--- src/rtl/array_read_seq_pkg.sv ---
package array_read_seq_pkg;

  typedef enum logic [1:0] {
    PH_IDLE  = 2'd0,
    PH_DUMMY = 2'd1,
    PH_DATA  = 2'd2
  } phase_e;

  typedef enum logic {
    WRAP_IN_PAGE  = 1'b0,
    WRAP_ON_ARRAY = 1'b1
  } wrap_e;

  localparam logic [7:0] OPC_STREAM_A = 8'h68;
  localparam logic [7:0] OPC_STREAM_B = 8'hE8;
  localparam logic [7:0] OPC_PAGE_A   = 8'h52;
  localparam logic [7:0] OPC_PAGE_B   = 8'hD2;

endpackage

--- src/rtl/ars_cmd_decode.sv ---
module ars_cmd_decode
  import array_read_seq_pkg::*;
#(
  parameter int ADDR_W = 24,
  parameter int PAGE_W = 12,
  parameter int BYTE_W = 9
) (
  input  logic [7:0]        opcode,
  input  logic [ADDR_W-1:0] addr,
  output logic              hit,
  output wrap_e             wrap,
  output logic [PAGE_W-1:0] start_page,
  output logic [BYTE_W-1:0] start_byte
);

  localparam int RSV_W = ADDR_W - PAGE_W - BYTE_W;

  logic is_stream;
  logic is_page;
  logic unused_rsv;

  always_comb begin
    is_stream = (opcode == OPC_STREAM_A) || (opcode == OPC_STREAM_B);
    is_page   = (opcode == OPC_PAGE_A)   || (opcode == OPC_PAGE_B);
    hit       = is_stream || is_page;
    wrap      = is_stream ? WRAP_ON_ARRAY : WRAP_IN_PAGE;
  end

  assign start_byte = addr[BYTE_W-1:0];
  assign start_page = addr[BYTE_W +: PAGE_W];

  generate
    if (RSV_W > 0) begin : g_rsv
      assign unused_rsv = ^addr[ADDR_W-1 -: RSV_W];
    end else begin : g_no_rsv
      assign unused_rsv = 1'b0;
    end
  endgenerate

endmodule

--- src/rtl/ars_phase_ctrl.sv ---
module ars_phase_ctrl
  import array_read_seq_pkg::*;
#(
  parameter int DUMMY_TICKS = 32,
  parameter int BYTE_TICKS  = 8
) (
  input  logic clk,
  input  logic rst_n,
  input  logic load,
  input  logic stop,
  input  logic tick,
  output logic busy,
  output logic step
);

  localparam int MAX_T = (DUMMY_TICKS > BYTE_TICKS) ? DUMMY_TICKS : BYTE_TICKS;
  localparam int CNT_W = (MAX_T > 1) ? $clog2(MAX_T) : 1;
  localparam logic [CNT_W-1:0] DUMMY_LAST = CNT_W'(DUMMY_TICKS - 1);
  localparam logic [CNT_W-1:0] BYTE_LAST  = CNT_W'(BYTE_TICKS - 1);

  phase_e            phase_q, phase_d;
  logic [CNT_W-1:0]  cnt_q, cnt_d;
  logic              cnt_en;

  always_comb begin
    phase_d = phase_q;
    cnt_d   = cnt_q;
    cnt_en  = 1'b0;
    step    = 1'b0;
    if (stop) begin
      phase_d = PH_IDLE;
      cnt_d   = '0;
      cnt_en  = 1'b1;
    end else begin
      unique case (phase_q)
        PH_IDLE: begin
          if (load) begin
            phase_d = PH_DUMMY;
            cnt_d   = '0;
            cnt_en  = 1'b1;
          end
        end
        PH_DUMMY: begin
          if (tick) begin
            cnt_en = 1'b1;
            if (cnt_q == DUMMY_LAST) begin
              phase_d = PH_DATA;
              cnt_d   = '0;
              step    = 1'b1;
            end else begin
              cnt_d = cnt_q + 1'b1;
            end
          end
        end
        PH_DATA: begin
          if (tick) begin
            cnt_en = 1'b1;
            if (cnt_q == BYTE_LAST) begin
              cnt_d = '0;
              step  = 1'b1;
            end else begin
              cnt_d = cnt_q + 1'b1;
            end
          end
        end
        default: begin
          phase_d = PH_IDLE;
          cnt_d   = '0;
          cnt_en  = 1'b1;
        end
      endcase
    end
  end

  always_ff @(posedge clk or negedge rst_n) begin
    if (!rst_n) begin
      phase_q <= PH_IDLE;
      cnt_q   <= '0;
    end else begin
      phase_q <= phase_d;
      if (cnt_en) begin
        cnt_q <= cnt_d;
      end
    end
  end

  assign busy = (phase_q != PH_IDLE);

endmodule

--- src/rtl/ars_addr_gen.sv ---
module ars_addr_gen
  import array_read_seq_pkg::*;
#(
  parameter int PAGE_W     = 12,
  parameter int BYTE_W     = 9,
  parameter int NUM_PAGES  = 4096,
  parameter int PAGE_BYTES = 264
) (
  input  logic              clk,
  input  logic              rst_n,
  input  logic              load,
  input  logic              step,
  input  logic [PAGE_W-1:0] ld_page,
  input  logic [BYTE_W-1:0] ld_byte,
  input  wrap_e             ld_wrap,
  output logic [PAGE_W-1:0] page,
  output logic [BYTE_W-1:0] byte_idx,
  output wrap_e             wrap
);

  localparam logic [BYTE_W-1:0] LAST_BYTE = BYTE_W'(PAGE_BYTES - 1);
  localparam logic [PAGE_W-1:0] LAST_PAGE = PAGE_W'(NUM_PAGES - 1);

  logic [PAGE_W-1:0] page_q, page_d, page_inc;
  logic [BYTE_W-1:0] byte_q, byte_d;
  wrap_e             wrap_q, wrap_d;
  logic              at_end;
  logic              upd_en;

  generate
    if (NUM_PAGES == (1 << PAGE_W)) begin : g_pow2_pages
      assign page_inc = page_q + 1'b1;
    end else begin : g_odd_pages
      assign page_inc = (page_q >= LAST_PAGE) ? '0 : page_q + 1'b1;
    end
  endgenerate

  always_comb begin
    at_end = (byte_q >= LAST_BYTE);
    page_d = page_q;
    byte_d = byte_q;
    wrap_d = wrap_q;
    upd_en = load || step;
    if (load) begin
      page_d = ld_page;
      byte_d = ld_byte;
      wrap_d = ld_wrap;
    end else if (step) begin
      if (at_end) begin
        byte_d = '0;
        if (wrap_q == WRAP_ON_ARRAY) begin
          page_d = page_inc;
        end
      end else begin
        byte_d = byte_q + 1'b1;
      end
    end
  end

  always_ff @(posedge clk or negedge rst_n) begin
    if (!rst_n) begin
      page_q <= '0;
      byte_q <= '0;
      wrap_q <= WRAP_IN_PAGE;
    end else if (upd_en) begin
      page_q <= page_d;
      byte_q <= byte_d;
      wrap_q <= wrap_d;
    end
  end

  assign page     = page_q;
  assign byte_idx = byte_q;
  assign wrap     = wrap_q;

endmodule

--- src/rtl/array_read_seq.sv ---
module array_read_seq
  import array_read_seq_pkg::*;
#(
  parameter int ADDR_W      = 24,
  parameter int PAGE_W      = 12,
  parameter int BYTE_W      = 9,
  parameter int NUM_PAGES   = 4096,
  parameter int PAGE_BYTES  = 264,
  parameter int DUMMY_TICKS = 32,
  parameter int BYTE_TICKS  = 8
) (
  input  logic              clk,
  input  logic              rst_n,
  input  logic              cmd_valid,
  input  logic [7:0]        cmd_opcode,
  input  logic [ADDR_W-1:0] cmd_addr,
  input  logic              sck_tick,
  input  logic              cs_rise,
  output logic              rd_req,
  output logic [PAGE_W-1:0] rd_page,
  output logic [BYTE_W-1:0] rd_byte,
  output logic              byte_start,
  output logic              busy
);

  logic [1:0]        rst_sync_q;
  logic              srst_n;
  logic              dec_hit;
  wrap_e             dec_wrap;
  wrap_e             cur_wrap;
  logic [PAGE_W-1:0] dec_page;
  logic [BYTE_W-1:0] dec_byte;
  logic              load;
  logic              step;
  logic              busy_int;
  logic              req_d, strobe_d;
  logic              req_q, strobe_q;

  always_ff @(posedge clk or negedge rst_n) begin
    if (!rst_n) begin
      rst_sync_q <= 2'b00;
    end else begin
      rst_sync_q <= {rst_sync_q[0], 1'b1};
    end
  end
  assign srst_n = rst_sync_q[1];

  ars_cmd_decode #(
    .ADDR_W (ADDR_W),
    .PAGE_W (PAGE_W),
    .BYTE_W (BYTE_W)
  ) u_decode (
    .opcode     (cmd_opcode),
    .addr       (cmd_addr),
    .hit        (dec_hit),
    .wrap       (dec_wrap),
    .start_page (dec_page),
    .start_byte (dec_byte)
  );

  assign load = cmd_valid && dec_hit && !busy_int && !cs_rise;

  ars_phase_ctrl #(
    .DUMMY_TICKS (DUMMY_TICKS),
    .BYTE_TICKS  (BYTE_TICKS)
  ) u_phase (
    .clk   (clk),
    .rst_n (srst_n),
    .load  (load),
    .stop  (cs_rise),
    .tick  (sck_tick),
    .busy  (busy_int),
    .step  (step)
  );

  ars_addr_gen #(
    .PAGE_W     (PAGE_W),
    .BYTE_W     (BYTE_W),
    .NUM_PAGES  (NUM_PAGES),
    .PAGE_BYTES (PAGE_BYTES)
  ) u_addr (
    .clk      (clk),
    .rst_n    (srst_n),
    .load     (load),
    .step     (step),
    .ld_page  (dec_page),
    .ld_byte  (dec_byte),
    .ld_wrap  (dec_wrap),
    .page     (rd_page),
    .byte_idx (rd_byte),
    .wrap     (cur_wrap)
  );

  always_comb begin
    req_d    = load || step;
    strobe_d = step;
  end

  always_ff @(posedge clk or negedge srst_n) begin
    if (!srst_n) begin
      req_q    <= 1'b0;
      strobe_q <= 1'b0;
    end else begin
      req_q    <= req_d;
      strobe_q <= strobe_d;
    end
  end

  assign rd_req     = req_q;
  assign byte_start = strobe_q;
  assign busy       = busy_int;

endmodule

--- config.mk ---
export PLATFORM = sky130hd
export DESIGN_NAME = array_read_seq
export DESIGN_NICKNAME = d
export VERILOG_FILES = /design/src/rtl/array_read_seq_pkg.sv /design/src/rtl/ars_cmd_decode.sv /design/src/rtl/ars_phase_ctrl.sv /design/src/rtl/ars_addr_gen.sv /design/src/rtl/array_read_seq.sv
export SDC_FILE = /design/constraint.sdc
export NUM_CORES = 1
export LEC_CHECK = 0
export BUFFER_PORTS_ARGS = -buffer_cell sky130_fd_sc_hd__buf_2
export CAP_MARGIN = 30
export CORE_MARGIN = 2
export CORE_UTILIZATION = 40
export CTS_CLUSTER_SIZE = 16
export DETAILED_ROUTE_END_ITERATION = 8
export PLACE_DENSITY = 0.62
export SLEW_MARGIN = 30
export SYNTH_ARGS = -nofsm -noshare
export SYNTH_HDL_FRONTEND = slang
export SYNTH_SLANG_ARGS = --single-unit
--- constraint.sdc ---
create_clock -name clk -period 1.5 [get_ports clk]
set_clock_uncertainty 0.15 [all_clocks]
set_input_delay 0.15 -clock clk [delete_from_list [all_inputs] [get_ports clk]]
set_output_delay 0.15 -clock clk [all_outputs]
set_load 0.01 [all_outputs]
=== After elaboration in Yosys (flattened, before gate mapping) ===
Cells that the tools add are included.

* $add $sub $neg: 3
* Equal/unequal tests: 13
* Order comparisons: 1
* Reductions and logical operators: 20
* Mux-type cells: 30

{| class="wikitable"
|+ Operators with widths
! operator !! count
|-
| $mux W12 || 4
|-
| $mux W5 || 6
|-
| $mux W9 || 3
|-
| $eq A8 B7 Y1 const B || 2
|-
| $eq A8 B8 Y1 const B || 2
|-
| $pmux W5 S3 || 1
|-
| $add A12 B1 Y12 const B || 1
|-
| $reduce_and A4 Y1 || 3
|-
| $add A9 B1 Y9 const B || 1
|-
| $ge A9 B9 Y1 const B || 1
|-
| $mux W1 || 9
|-
| $mux W2 || 4
|-
| $reduce_bool A2 Y1 || 4
|-
| $ne A3 B2 Y1 const B || 2
|-
| $ne A3 B3 Y1 const B || 2
|-
| $pmux W2 S3 || 1
|-
| $add A5 B1 Y5 const B || 1
|-
| $eq A5 B3 Y1 const B || 1
|-
| $eq A5 B5 Y1 const B || 1
|-
| $logic_or A1 B1 Y1 || 4
|-
| $pmux W1 S2 || 2
|-
| $reduce_and A2 Y1 || 2
|-
| $logic_and A1 B1 Y1 || 3
|-
| $eq A2 B1 Y1 const B || 1
|-
| 5 further kinds || 6
|}

* Logic and storage cells: 75
* Input bits: 37
* Output and inout bits: 24
* Flip-flop bits (word level): 33

=== Depth between registers and ports, before layout ===
* Depth after elaboration: 10
* Depth in mapped cells: 9
* Gate-level depth less buffers: 9

=== Cells and area by module ===
A second synthesis with hierarchy kept.

* Cell total of the unflattened synthesis: 251
* Area total of the unflattened synthesis: 2348.5 µm²

{| class="wikitable"
|+ Modules (own cells, without submodules)
! module !! seq. area each (µm²) !! cells each !! times used !! area an instance (µm²)
|-
| ars_addr_gen || 550.5 || 155 || 1 || 1403.8
|-
| ars_phase_ctrl || 175.2 || 63 || 1 || 620.6
|-
| ars_cmd_decode || 0.0 || 26 || 1 || 201.4
|-
| array_read_seq || 100.1 || 7 || 1 || 122.6
|}

=== Worst setup path before layout ===
OpenSTA, ideal clock, no wires.

* Path type: reg-to-reg
* From: register u_phase.cnt_q[0]
* To: register u_addr.byte_q[5], in the netlist u_addr.byte_idx[5]
* Required time: 1.213 ns
* Buffers on the path: 1
* Arrival time: 2.145 ns
* Setup slack: -0.931 ns
* Stages on the path, launching flop included: 10
* Clock period less this slack: 2.431 ns
* Library setup time: 0.137 ns
* Path through: dfrtp_1 ha_1 and3_2 ha_1 o21ai_0 a211o_2 clkbuf_1 nor2_1 a22oi_1 a21oi_1

* Cells in the longest elaborated chain, start to end: 7
* Elaborated cells between the ends (all ways): 11
* Those cells by class: eq/ne: 2; mux: 6; reduce/logical: 3

{| class="wikitable"
|+ RTL lines
! what !! line !! source
|-
| start: declaration || ars_phase_ctrl.sv:22 || <nowiki>logic [CNT_W-1:0] cnt_q, cnt_d;</nowiki>
|-
| start signal: assignment || ars_phase_ctrl.sv:82 || <nowiki>cnt_q <= cnt_d;</nowiki>
|-
| $eq A5 B3 Y1 or $eq A5 B5 Y1 (tied branches) || ars_phase_ctrl.sv:58, ars_phase_ctrl.sv:46 ||
|-
| $mux W1 (on tied branches) || ars_phase_ctrl.sv:58, ars_phase_ctrl.sv:46 ||
|-
| $mux W1 (on tied branches) || ars_phase_ctrl.sv:56, ars_phase_ctrl.sv:44 ||
|-
| $pmux W1 S2 (*) || ars_phase_ctrl.sv:35 || <nowiki>unique case (phase_q)</nowiki>
|-
| $mux W1 (*) || ars_phase_ctrl.sv:30 || <nowiki>if (stop) begin</nowiki>
|-
| $reduce_bool A2 Y1 (no line) or $logic_or A1 B1 Y1 (tied branches) || -- ||
|-
| $reduce_and A2 Y1 (no line) (*) || -- ||
|-
| end signal: assignment || ars_addr_gen.sv:67 || <nowiki>byte_q <= byte_d;</nowiki>
|-
| end: declaration || ars_addr_gen.sv:25 || <nowiki>logic [BYTE_W-1:0] byte_q, byte_d;</nowiki>
|}

Every way passes the cells marked *; elsewhere a longest branch is shown, timed or not.
A chain may end at the register's enable or synchronous reset.

=== Worst setup path after layout ===
* From: register u_phase.phase_q[1]
* To: register u_addr.byte_q[3], in the netlist u_addr.byte_idx[3]

* Cells in the longest elaborated chain, start to end: 6
* Elaborated cells between the ends (all ways): 12
* Those cells by class: eq/ne: 2; mux: 3; reduce/logical: 7

{| class="wikitable"
|+ RTL lines
! what !! line !! source
|-
| start: declaration || ars_phase_ctrl.sv:21 || <nowiki>phase_e phase_q, phase_d;</nowiki>
|-
| start signal: assignment || ars_phase_ctrl.sv:80 || <nowiki>phase_q <= phase_d;</nowiki>
|-
| parallel branches: the longest is 6 deep, another holds $eq A2 B2 Y1 || -- ||
|}

Parallel ways; which one is timed is not known.

==> results.cfg <==
[status]
status = complete, but fails checks
violations = negative setup slack

[synthesis]
synth_top_family_by_area = simple AND/OR/NAND/NOR gates
synth_xor_area_share_pct = 4.02
synth-edff-count = 0
ys.flop_type = dfrtp_1
yosysSeqAreaShare_pct = 42.1
synth-simple-area-share_pct = 25.2
synth_fp_nets = 262
synth.area.mux_share_pct = 2.68
synth-compound-area-share_pct = 17.6
synth_seq_cells = 33
syn-instance-count = 216
syn_avg_cell_area_um2 = 9.07
yosys_warnings = 0
synthAdderAreaFrac_pct = 5.75
synthArstFlopShare_pct = 100
synth_area_um2 = 1960
ys_types = 42

[finish]
antenna_cells = 0
layout.nets = 414
drive_gt1_share_pct = 47.7
areaGrowthSynthToFinish_pct = 77.3
fin_util_pct = 73.6
layout_common_cells = buf_4 (60), buf_2 (55), dfrtp_1 (33), nor2_1 (24), dlygate4sd3_1 (22)
final_common_cell = buf_4
fillers = 359

[floorplanning]
die_h_um = 74.0
start_util_pct = 41.5
core_um2 = 4720
ios = 61
dieArea_um2 = 5470
fp-row-count = 25
die_w_um = 74.0

[placement]
dp_hpwl_mm = 3.82
portBuffers = 56
gp_congestion = 0.799

[worst_hold_path]
min_path_type = input port to asynchronous set/reset pin

[run]
maxCapViolations = 0

[drt]
first_iter_violations = 76
drcViolationCount = 0
wl_per_cell_um = 13.6
wl_mm = 5.92
via_per_inst = 5.04
first_pass_iters = 4
ant_nets = 0
vias = 2196

[pwr]
p_per_area_nw_per_um2 = 643
ir_drop_mv = 0.481
p_leak_nw = 1.71
finalPower_w = 0.00223

[grt]
grt_pass1_wl_mm = 9.55
grt.total_usage_pct = 22.7
grt_max_degree = 46
antenna_found_initial = 0
overflow = 0
grt_pass1_vias = 2158

[setup_path]
timing.rr.end = u_addr.byte_idx[3]
crit_arrival_ns = 2.24
crit_start = u_phase.phase_q[1]
critPathMaxFanout = 4
rr_worst_depth = 8
r2r_slack_ns = -0.65
r2r_start = u_phase.phase_q[1]
start_kind = flop
worst-setup-path-type = flop to flop
critical_path.endpoint_type = flop
crit_required_ns = 1.59

[clocking]
clockBufferDepth = 2
cts_htree_levels = 2
cts_sinks = 33
cts_tree = yes
cts-root-buf = clkbuf_8
numCtsBuffers = 5
clock_latency_ns = 0.29
clk_pin_slew_ns = 0.07

[timing]
drv_slew = 0
period_share_pct = 143
timing.final.ws_setup_ns = -0.652
fmax_mhz = 465
hold_viol_final = 0
period_needed_ns = 2.15
setup_viol = 32
rsz0062_at_grt = yes
[cell usage after synthesis, types with 2 or more instances]
cell type | number | area (µm²)
and2_1 | 3 | 18.8
nand3b_1 | 2 | 15.0
nor3_1 | 5 | 25.0
nor4_1 | 2 | 12.5
ha_1 | 9 | 113
a31oi_1 | 8 | 50.1
dfrtp_1 | 33 | 826
nor3b_1 | 2 | 15.0
and3_1 | 7 | 43.8
o22ai_1 | 2 | 12.5
nor2_1 | 28 | 105
or3_1 | 3 | 18.8
clkbuf_1 | 5 | 18.8
xor2_1 | 9 | 78.8
o21ai_0 | 11 | 55.1
mux2_2 | 2 | 22.5
nand3_1 | 6 | 30.0
a22oi_1 | 2 | 15.0
nand2_1 | 21 | 78.8
inv_1 | 6 | 22.5
nand4_1 | 6 | 37.5
a21oi_1 | 21 | 105
mux2i_1 | 3 | 30.0
nor4bb_1 | 2 | 20.0
[per-layer routing]
layer,vias to the layer above,global-route usage (%),part of all wire [%]
li1,1089,-,-
met1,1048,28.9,45
met2,52,38.4,50
met3,7,4.34,3.8
met4,0,8.69,1.3
met5,-,0,0
[report_power, final]
| group | switching, W | leakage [nW] | internal (W) |
|---|---|---|---|
| clock | 0.000352 | 0.0439 | 0.000320 |
| combinational | 0.000255 | 1.24 | 0.000293 |
| sequential | 0.0000495 | 0.433 | 0.000965 |
[area by class of cell]
cell class	count	area, µm²	share of cell area (%)
Timing Repair Buffer	151	1110	32.0
Sequential cell	33	826	23.8
Multi-Input combinational cell	171	1340	38.5
Clock inverter	3	17.5	0.504
Inverter	6	27.5	0.792
Tap cell	67	83.8	2.41
Clock buffer	5	68.8	1.98
[state kept, by name, indices dropped and copies added (netlist names)]
register	flops
byte_start	1
u_phase.cnt_q	5
u_phase.phase_q	2
u_addr.wrap	1
rst_sync_q	2
u_addr.byte_idx	9
rd_req	1
u_addr.page	12
[kinds of logic (layout without fill, tap and decap cells)]
| kind of cell | count (synthesis) | after routing |
|---|---|---|
| other cells | 1 | 1 |
| mux | 5 | 5 |
| simple gates | 93 | 93 |
| xor+xnor | 9 | 9 |
| compound gates | 54 | 54 |
| buf+inv | 12 | 165 |
| fa+ha+maj | 9 | 9 |
| flops | 33 | 33 |
[how the worst max path moves through the flow]
stage	end	slack [ns]	depth (start not counted)
floorplan	u_addr.page[10]	-0.66	7
global placement	u_addr.page[10]	-0.61	9
detailed placement	u_addr.page[10]	-0.68	9
CTS	u_addr.page[10]	-0.65	9
global route	u_addr.page[10]	-0.74	9
finish	u_addr.byte_idx[3]	-0.65	8
[stage by stage]
step | hold slack [ns] | worst slack (ns) | setup TNS (ns) | cell area [µm²] | std cells
final | 0.0253 | -0.652 | -15.67 | 3470 | 436
after global routing | 0.0191 | -0.744 | -18.07 | 3470 | 436
after CTS | 0.0122 | -0.651 | -14.94 | 3350 | 429
after detailed placement | -0.212 | -0.679 | -15.03 | 2830 | 389
after global placement | -0.215 | -0.612 | -13.77 | 2830 | 389
after floorplan | -0.296 | -0.664 | -12.26 | 2090 | 216
[worst max-delay path: stages, from the launching register on]
cell      delay [ns]
dfrtp_1         0.41
inv_2           0.08
ha_4            0.28
nand2b_4        0.06
buf_4           0.13
a211o_2         0.37
or3_1           0.36
a21oi_1         0.14
o22a_1          0.13
[what timing repair did]
| action | 4_1_cts | 5_1_grt |
|---|---|---|
| hold buffers | 22 | 0 |
| buffers inserted | 10 | 10 |
| resized for setup | 31 | 19 |
| endpoints found under the setup margin | 31 | 32 |
| pin swaps | 30 | 12 |
| hold endpoints to repair | 23 | 0 |
Power figures use the tool's default switching activity.
